$ cat config.mk
export PLATFORM = sky130hd
export DESIGN_NAME = elem_loop_seq
export DESIGN_NICKNAME = d
export VERILOG_FILES = /design/src/rtl/elem_loop_pkg.sv /design/src/rtl/elem_loop_ctrl.sv /design/src/rtl/elem_loop_dpath.sv /design/src/rtl/elem_loop_seq.sv
export SDC_FILE = /design/constraint.sdc
export NUM_CORES = 1
export LEC_CHECK = 0
export ABC_AREA = 1
export BUFFER_PORTS_ARGS = -buffer_cell sky130_fd_sc_hd__buf_2
export CAP_MARGIN = 30
export CORE_AREA = 2 2 56 85
export DETAILED_ROUTE_END_ITERATION = 8
export DIE_AREA = 0 0 58 87
export GPL_TIMING_DRIVEN = 1
export PLACE_DENSITY = 0.82
export SYNTH_ARGS = -nofsm -noshare
export SYNTH_HDL_FRONTEND = slang
export SYNTH_SLANG_ARGS = --single-unit
$ cat constraint.sdc
create_clock -name clk -period 3.3 [get_ports clk]
set_input_delay 0.165 -clock clk [delete_from_list [all_inputs] [get_ports clk]]
set_output_delay 0.165 -clock clk [all_outputs]
set_load 0.005 [all_outputs]
$ cat src/rtl/elem_loop_pkg.sv
package elem_loop_pkg;
  // strobes from control to datapath
  typedef struct packed {
    logic load;   // capture a new instruction
    logic step;   // current element consumed
    logic last;   // current element is the final one
  } loop_strb_t;
endpackage

$ cat src/rtl/elem_loop_ctrl.sv
module elem_loop_ctrl
  import elem_loop_pkg::*;
#(
  parameter int MAX_VL = 8,
  parameter int LEN_W  = 4,
  localparam int IDX_W = (MAX_VL > 1) ? $clog2(MAX_VL) : 1
) (
  input  logic             clk,
  input  logic             rstN,
  input  logic             issueValid,
  input  logic             vecMode,
  input  logic [LEN_W-1:0] vecLen,
  input  logic             uopReady,
  output logic             issueReady,
  output logic             uopValid,
  output logic             done,
  output logic [IDX_W-1:0] elemIdx,
  output loop_strb_t       strb
);
  logic             busy;
  logic [IDX_W-1:0] lastIdx;
  logic [IDX_W-1:0] lastNext;

  // clamp the requested length to 1..MAX_VL, scalar issue is one element
  always_comb begin
    if (!vecMode || vecLen == '0)
      lastNext = '0;
    else if (vecLen > LEN_W'(MAX_VL))
      lastNext = IDX_W'(MAX_VL - 1);
    else
      lastNext = IDX_W'(vecLen - LEN_W'(1));
  end

  always_comb begin
    strb.load = issueValid && !busy;
    strb.step = busy && uopReady;
    strb.last = busy && (elemIdx == lastIdx);
  end

  always_ff @(posedge clk) begin
    if (!rstN) begin
      busy    <= 1'b0;
      elemIdx <= '0;
      lastIdx <= '0;
    end else if (strb.load) begin
      busy    <= 1'b1;
      elemIdx <= '0;
      lastIdx <= lastNext;
    end else if (strb.step) begin
      if (strb.last) begin
        busy    <= 1'b0;
        elemIdx <= '0;
      end else begin
        elemIdx <= elemIdx + IDX_W'(1);
      end
    end
  end

  assign issueReady = !busy;
  assign uopValid   = busy;
  assign done       = strb.step && strb.last;

  // a stalled element stays put
  a_r5_stall_hold: assert property (@(posedge clk) disable iff (!rstN)
    (uopValid && !uopReady) |=> (uopValid && $stable(elemIdx)));
  // done only on a consumed element
  a_r6_done_on_step: assert property (@(posedge clk) disable iff (!rstN)
    done |-> (uopValid && uopReady));
  // acceptance starts at element 0 next cycle
  a_r10_accept_start: assert property (@(posedge clk) disable iff (!rstN)
    (issueValid && issueReady) |=> (uopValid && elemIdx == '0));
  // index never exceeds the clamped length
  a_r3_idx_bound: assert property (@(posedge clk) disable iff (!rstN)
    uopValid |-> (elemIdx <= lastIdx));
  // no done while idle
  a_r6_idle_quiet: assert property (@(posedge clk) disable iff (!rstN)
    !uopValid |-> !done);
endmodule

$ cat src/rtl/elem_loop_dpath.sv
module elem_loop_dpath
  import elem_loop_pkg::*;
#(
  parameter int OP_W      = 8,
  parameter int REG_W     = 5,
  parameter int MAX_VL    = 8,
  parameter int FIELD_W   = 3,
  parameter int VEC_FIELD = 6,
  localparam int IDX_W   = (MAX_VL > 1) ? $clog2(MAX_VL) : 1,
  localparam int NFIELD  = (MAX_VL + 3) / 4,
  localparam int FSEL_W  = (NFIELD > 1) ? $clog2(NFIELD) : 1
) (
  input  logic               clk,
  input  logic               rstN,
  input  loop_strb_t         strb,
  input  logic [IDX_W-1:0]   elemIdx,
  input  logic [OP_W-1:0]    opIn,
  input  logic [REG_W-1:0]   rdIn,
  input  logic [REG_W-1:0]   raIn,
  input  logic [REG_W-1:0]   rbIn,
  input  logic               carryIn,
  input  logic               vecMode,
  input  logic [FIELD_W-1:0] cmpField,
  input  logic               cyWrEn,
  input  logic [IDX_W-1:0]   cyWrIdx,
  input  logic               cyWrVal,
  output logic [OP_W-1:0]    uopOp,
  output logic [REG_W-1:0]   uopRd,
  output logic [REG_W-1:0]   uopRa,
  output logic [REG_W-1:0]   uopRb,
  output logic               uopCarryIn,
  output logic [FIELD_W-1:0] uopField
);
  logic [OP_W-1:0]    opQ;
  logic [REG_W-1:0]   rdQ, raQ, rbQ;
  logic               cyQ, vecQ;
  logic [FIELD_W-1:0] fldQ;
  logic [3:0]         crBank [NFIELD];

  always_ff @(posedge clk) begin
    if (!rstN) begin
      opQ  <= '0;
      rdQ  <= '0;
      raQ  <= '0;
      rbQ  <= '0;
      cyQ  <= 1'b0;
      vecQ <= 1'b0;
      fldQ <= '0;
    end else if (strb.load) begin
      opQ  <= opIn;
      rdQ  <= rdIn;
      raQ  <= raIn;
      rbQ  <= rbIn;
      cyQ  <= carryIn;
      vecQ <= vecMode;
      fldQ <= cmpField;
    end
  end

  // carry bank: one bit per element, packed four to a condition field
  logic [FSEL_W-1:0] wrField, rdField;
  logic [1:0]        wrBit, rdBit;
  assign wrField = FSEL_W'(cyWrIdx >> 2);
  assign wrBit   = 2'(cyWrIdx);
  assign rdField = FSEL_W'(elemIdx >> 2);
  assign rdBit   = 2'(elemIdx);

  for (genvar f = 0; f < NFIELD; f++) begin : g_field
    always_ff @(posedge clk) begin
      if (!rstN)
        crBank[f] <= 4'b0000;
      else if (cyWrEn && wrField == FSEL_W'(f))
        crBank[f][wrBit] <= cyWrVal;
    end
  end

  localparam logic [REG_W-1:0] ONE_REG = REG_W'(1);
  logic [REG_W-1:0] offs;
  assign offs = REG_W'(elemIdx);

  always_comb begin
    uopOp      = opQ;
    uopRd      = rdQ + offs;
    uopRa      = raQ + offs;
    uopRb      = rbQ + offs;
    uopCarryIn = (elemIdx == '0) ? cyQ : crBank[rdField][rdBit];
    uopField   = vecQ ? FIELD_W'(VEC_FIELD) : fldQ;
  end

  // successive elements step every register number by one
  a_r2_reg_step: assert property (@(posedge clk) disable iff (!rstN)
    (strb.step && !strb.last) |=>
      (uopRd == $past(uopRd) + ONE_REG && uopRa == $past(uopRa) + ONE_REG &&
       uopRb == $past(uopRb) + ONE_REG));
  // operation code constant across a run
  a_r1_op_steady: assert property (@(posedge clk) disable iff (!rstN)
    (strb.step && !strb.last) |=> $stable(uopOp));
  // a write lands in the addressed bit
  a_r8_bank_write: assert property (@(posedge clk) disable iff (!rstN)
    cyWrEn |=> (crBank[$past(wrField)][$past(wrBit)] == $past(cyWrVal)));
endmodule

$ cat src/rtl/elem_loop_seq.sv
module elem_loop_seq
  import elem_loop_pkg::*;
#(
  parameter int OP_W      = 8,
  parameter int REG_W     = 5,
  parameter int MAX_VL    = 8,
  parameter int LEN_W     = 4,
  parameter int FIELD_W   = 3,
  parameter int VEC_FIELD = 6,
  localparam int IDX_W   = (MAX_VL > 1) ? $clog2(MAX_VL) : 1
) (
  input  logic               clk,
  input  logic               rstN,
  input  logic               issueValid,
  output logic               issueReady,
  input  logic               vecMode,
  input  logic [LEN_W-1:0]   vecLen,
  input  logic [OP_W-1:0]    opIn,
  input  logic [REG_W-1:0]   rdIn,
  input  logic [REG_W-1:0]   raIn,
  input  logic [REG_W-1:0]   rbIn,
  input  logic               carryIn,
  input  logic [FIELD_W-1:0] cmpField,
  input  logic               cyWrEn,
  input  logic [IDX_W-1:0]   cyWrIdx,
  input  logic               cyWrVal,
  output logic               uopValid,
  input  logic               uopReady,
  output logic [OP_W-1:0]    uopOp,
  output logic [REG_W-1:0]   uopRd,
  output logic [REG_W-1:0]   uopRa,
  output logic [REG_W-1:0]   uopRb,
  output logic [IDX_W-1:0]   uopElem,
  output logic               uopCarryIn,
  output logic [FIELD_W-1:0] uopField,
  output logic               done
);
  loop_strb_t       strb;
  logic [IDX_W-1:0] elemIdx;

  elem_loop_ctrl #(.MAX_VL(MAX_VL), .LEN_W(LEN_W)) u_ctrl (
    .clk(clk), .rstN(rstN), .issueValid(issueValid), .vecMode(vecMode),
    .vecLen(vecLen), .uopReady(uopReady), .issueReady(issueReady),
    .uopValid(uopValid), .done(done), .elemIdx(elemIdx), .strb(strb)
  );

  elem_loop_dpath #(.OP_W(OP_W), .REG_W(REG_W), .MAX_VL(MAX_VL),
                    .FIELD_W(FIELD_W), .VEC_FIELD(VEC_FIELD)) u_dpath (
    .clk(clk), .rstN(rstN), .strb(strb), .elemIdx(elemIdx),
    .opIn(opIn), .rdIn(rdIn), .raIn(raIn), .rbIn(rbIn), .carryIn(carryIn),
    .vecMode(vecMode), .cmpField(cmpField), .cyWrEn(cyWrEn),
    .cyWrIdx(cyWrIdx), .cyWrVal(cyWrVal), .uopOp(uopOp), .uopRd(uopRd),
    .uopRa(uopRa), .uopRb(uopRb), .uopCarryIn(uopCarryIn), .uopField(uopField)
  );

  assign uopElem = elemIdx;
endmodule

==> out/results.txt <==
Initial Util: 51.98%
DR DRC count: 0
Core Rows: 30
CP arrival: 2.20 ns
Vias in the first global route: 1857
Dpl hpwl: 3734 um
Max-Cap Viols: 0
Die footprint: 0.005046 mm2
Total track usage: 20.57%
Post-layout minimum cycle time: 2.368 ns
Antenna violation net count after detailed routing: 0
EDFF count, synth: 8
Drt first pass iters: 4
Initial DRC Count: 57
Die Span Y: 87 um
Mapped cell area: 0.002263 mm2
Die width: 58 um
Routability cong.: 0.8436
Busiest grt layer: met2
CP max FO: 12
Yosys reg bits: 44
Met1 Use GR: 24.50%
Ys flop type: dfxtp_1
Yosys warnings: 0
Setup CP Type: reg2out
DR vias: 2094
Final Cycle Share: 71.74%
Yosys top cell area share: 31.84%
Seq/Total Area, Yosys: 42.45%
Routed WL per cell: 12.36 um
Port-buffer cells: 73
Synthesized net count: 347
Peak VDD IR: 0.3504 mV
Dominant cell type by area after synthesis: dfxtp_1
Clock Sinks: 44
Layout Utilization: 62.73%
Layout Nets: 418
Startpoint types: flop
Hold WC Path Type: in2reg
Avg Cell Area, Syn: 7.778 um2
Initial antenna violation count: 0
CTS root buf: clkbuf_8
Crit. End Element: output pin
Outcome: finished clean
Routed WL: 5080 um
CTS clock-pin slew for the worst setup and hold paths: 0.09 ns
Worst slew pin tran: 0.6706 ns
Number of hold violations in the final report: 0
Layout area overhead: 20.67%
Proportion of layout cells with a drive suffix above 1: 25.07%
First-pass GRT wire length: 8176 um
Min Hold Slack: 0.08682 ns
Max Fclk: 422.4 MHz
Worst-Skew Late Latency: 0.29 ns
Synth area leaders: dfxtp_1 (32%), edfxtp_1 (11%), nor2_1 (10%)
Setup Skew: 0.008504 ns
Core Box Area: 0.004354 mm2
GR met2 Demand/Resource: 37.09%
Final slew viol count: 0
DR vias/cell: 5.095
Setup_tns: 0 ns
Cell variety after synth: 27
Met3 Usage GRT: 3.418%
Setup Fix Bufs, Post-CTS: 0
Hold Buf Count CTS: 0
Instance count of the mapped netlist: 291
Slew HR: 55.29%
P_leak: 1.431 nW
Overall Power: 1.220 mW
Top Ports: 74
CP required: 3.13 ns
Commonest non-fill, non-tap cell in the layout: buf_2
Cts repair resizes: 0
CTS tree: built
Endpoints failing setup: 0
Cts bufs inserted: 5
Commonest non-fill, non-tap cells in the layout: buf_2 (73), nor2_1 (61), nand2_1 (47)
Post-synthesis async set-or-reset flop share: 0%
Pwr/cell area: 446.5 mW/mm2
Clock Tree Buf Depth: 2
Diode count: 0
H-tree Lvls: 2
GRT overflow: 0
Pin count of the biggest net entering global routing: 42
RSZ-0062 raised after global routing: false
[synth_stat cells, types with 2 or more instances]
master    count
nor2_1       61
nand2_1      47
dfxtp_1      36
inv_1        26
nand3_1      21
o21ai_1      21
ha_1         12
o21ai_0      11
edfxtp_1      8
xor2_1        8
a21oi_1       6
buf_6         5
fa_1          3
nor2_2        3
nor4_1        3
o31ai_1       3
xnor2_1       3
buf_2         2
clkbuf_1      2
inv_2         2
or2_2         2
[area by class of cell]
class / instances / area [um2]
clock buffer: 7 / 107.6
sequential: 44 / 960.9
fill: 406 / 1623
multi-input combinational: 209 / 1116
inverter: 28 / 105.1
timing repair buffer: 74 / 372.9
clock inverter: 1 / 8.758
tap: 48 / 60.06
[state kept, by name, summed over array words and instances (netlist names), named ones only]
register and cells:
u_dpath.rdQ 5, u_ctrl.uopValid 1, u_ctrl.lastIdx 3, u_ctrl.elemIdx 3, u_dpath.cyQ 1, u_dpath.rbQ 5, u_dpath.raQ 5, u_dpath.crBank 8
u_dpath.uopOp 8, u_dpath.vecQ 1, u_dpath.fldQ 3
[where the power goes]
| part | switching, mW | internal [mW] | leakage, nW |
|---|---|---|---|
| Clock | 0.186 | 0.217 | 0.0596 |
| Combinational | 0.113 | 0.0901 | 0.998 |
| Sequential | 0.0269 | 0.586 | 0.374 |
| Total | 0.327 | 0.893 | 1.43 |
[cell families after synthesis]
logic type	after synthesis	synth area share, %
buffers and inverters	38	8.237
xor gates and xnor gates	11	4.257
AOI/OAI and AO/OA	42	9.674
DFF	44	42.45
and+or+nand+nor	141	26.09
adders and majority gates	15	9.287
[path summary, 6_finish.rpt]
check	cells past startpoint	slack, ns	endpoint	start
max	5	0.93	uopRd[4]	u_ctrl.elemIdx[1]$_SDFFE_PP0N_
max reg2reg	5	1.74	u_dpath.rdQ[1]$_SDFFE_PN0P_	u_ctrl.uopValid$_SDFFE_PN0P_
min reg2reg	2	0.46	u_dpath.fldQ[0]$_SDFFE_PN0P_	u_dpath.fldQ[0]$_SDFFE_PN0P_
min	3	0.09	u_dpath.raQ[0]$_SDFFE_PN0P_	raIn[0]
[through the flow]
| step | instances | cell area [um2] | worst slack (ns) |
|---|---|---|---|
| after detailed placement | 403 | 2615 | 1.267 |
| final | 411 | 2731 | 0.9324 |
| after CTS | 411 | 2731 | 0.9294 |
| after global placement | 403 | 2615 | 1.363 |
| after floorplan | 291 | 2263 | 1.588 |
| after global routing | 411 | 2731 | 0.8111 |
[critical path, cell delays in order (launching register included)]
cell,delay (ns)
dfxtp_1,0.66
inv_1,0.20
fa_1,0.50
o21ai_0,0.27
xor2_1,0.16
buf_2,0.12
[routing by layer]
metal | share of wire, % | routed length (um)
met5 | 0 | 0
met4 | 1.3 | 66
met3 | 4.1 | 210
met2 | 53 | 2678
met1 | 42 | 2124
Power figures use the tool's default switching activity.
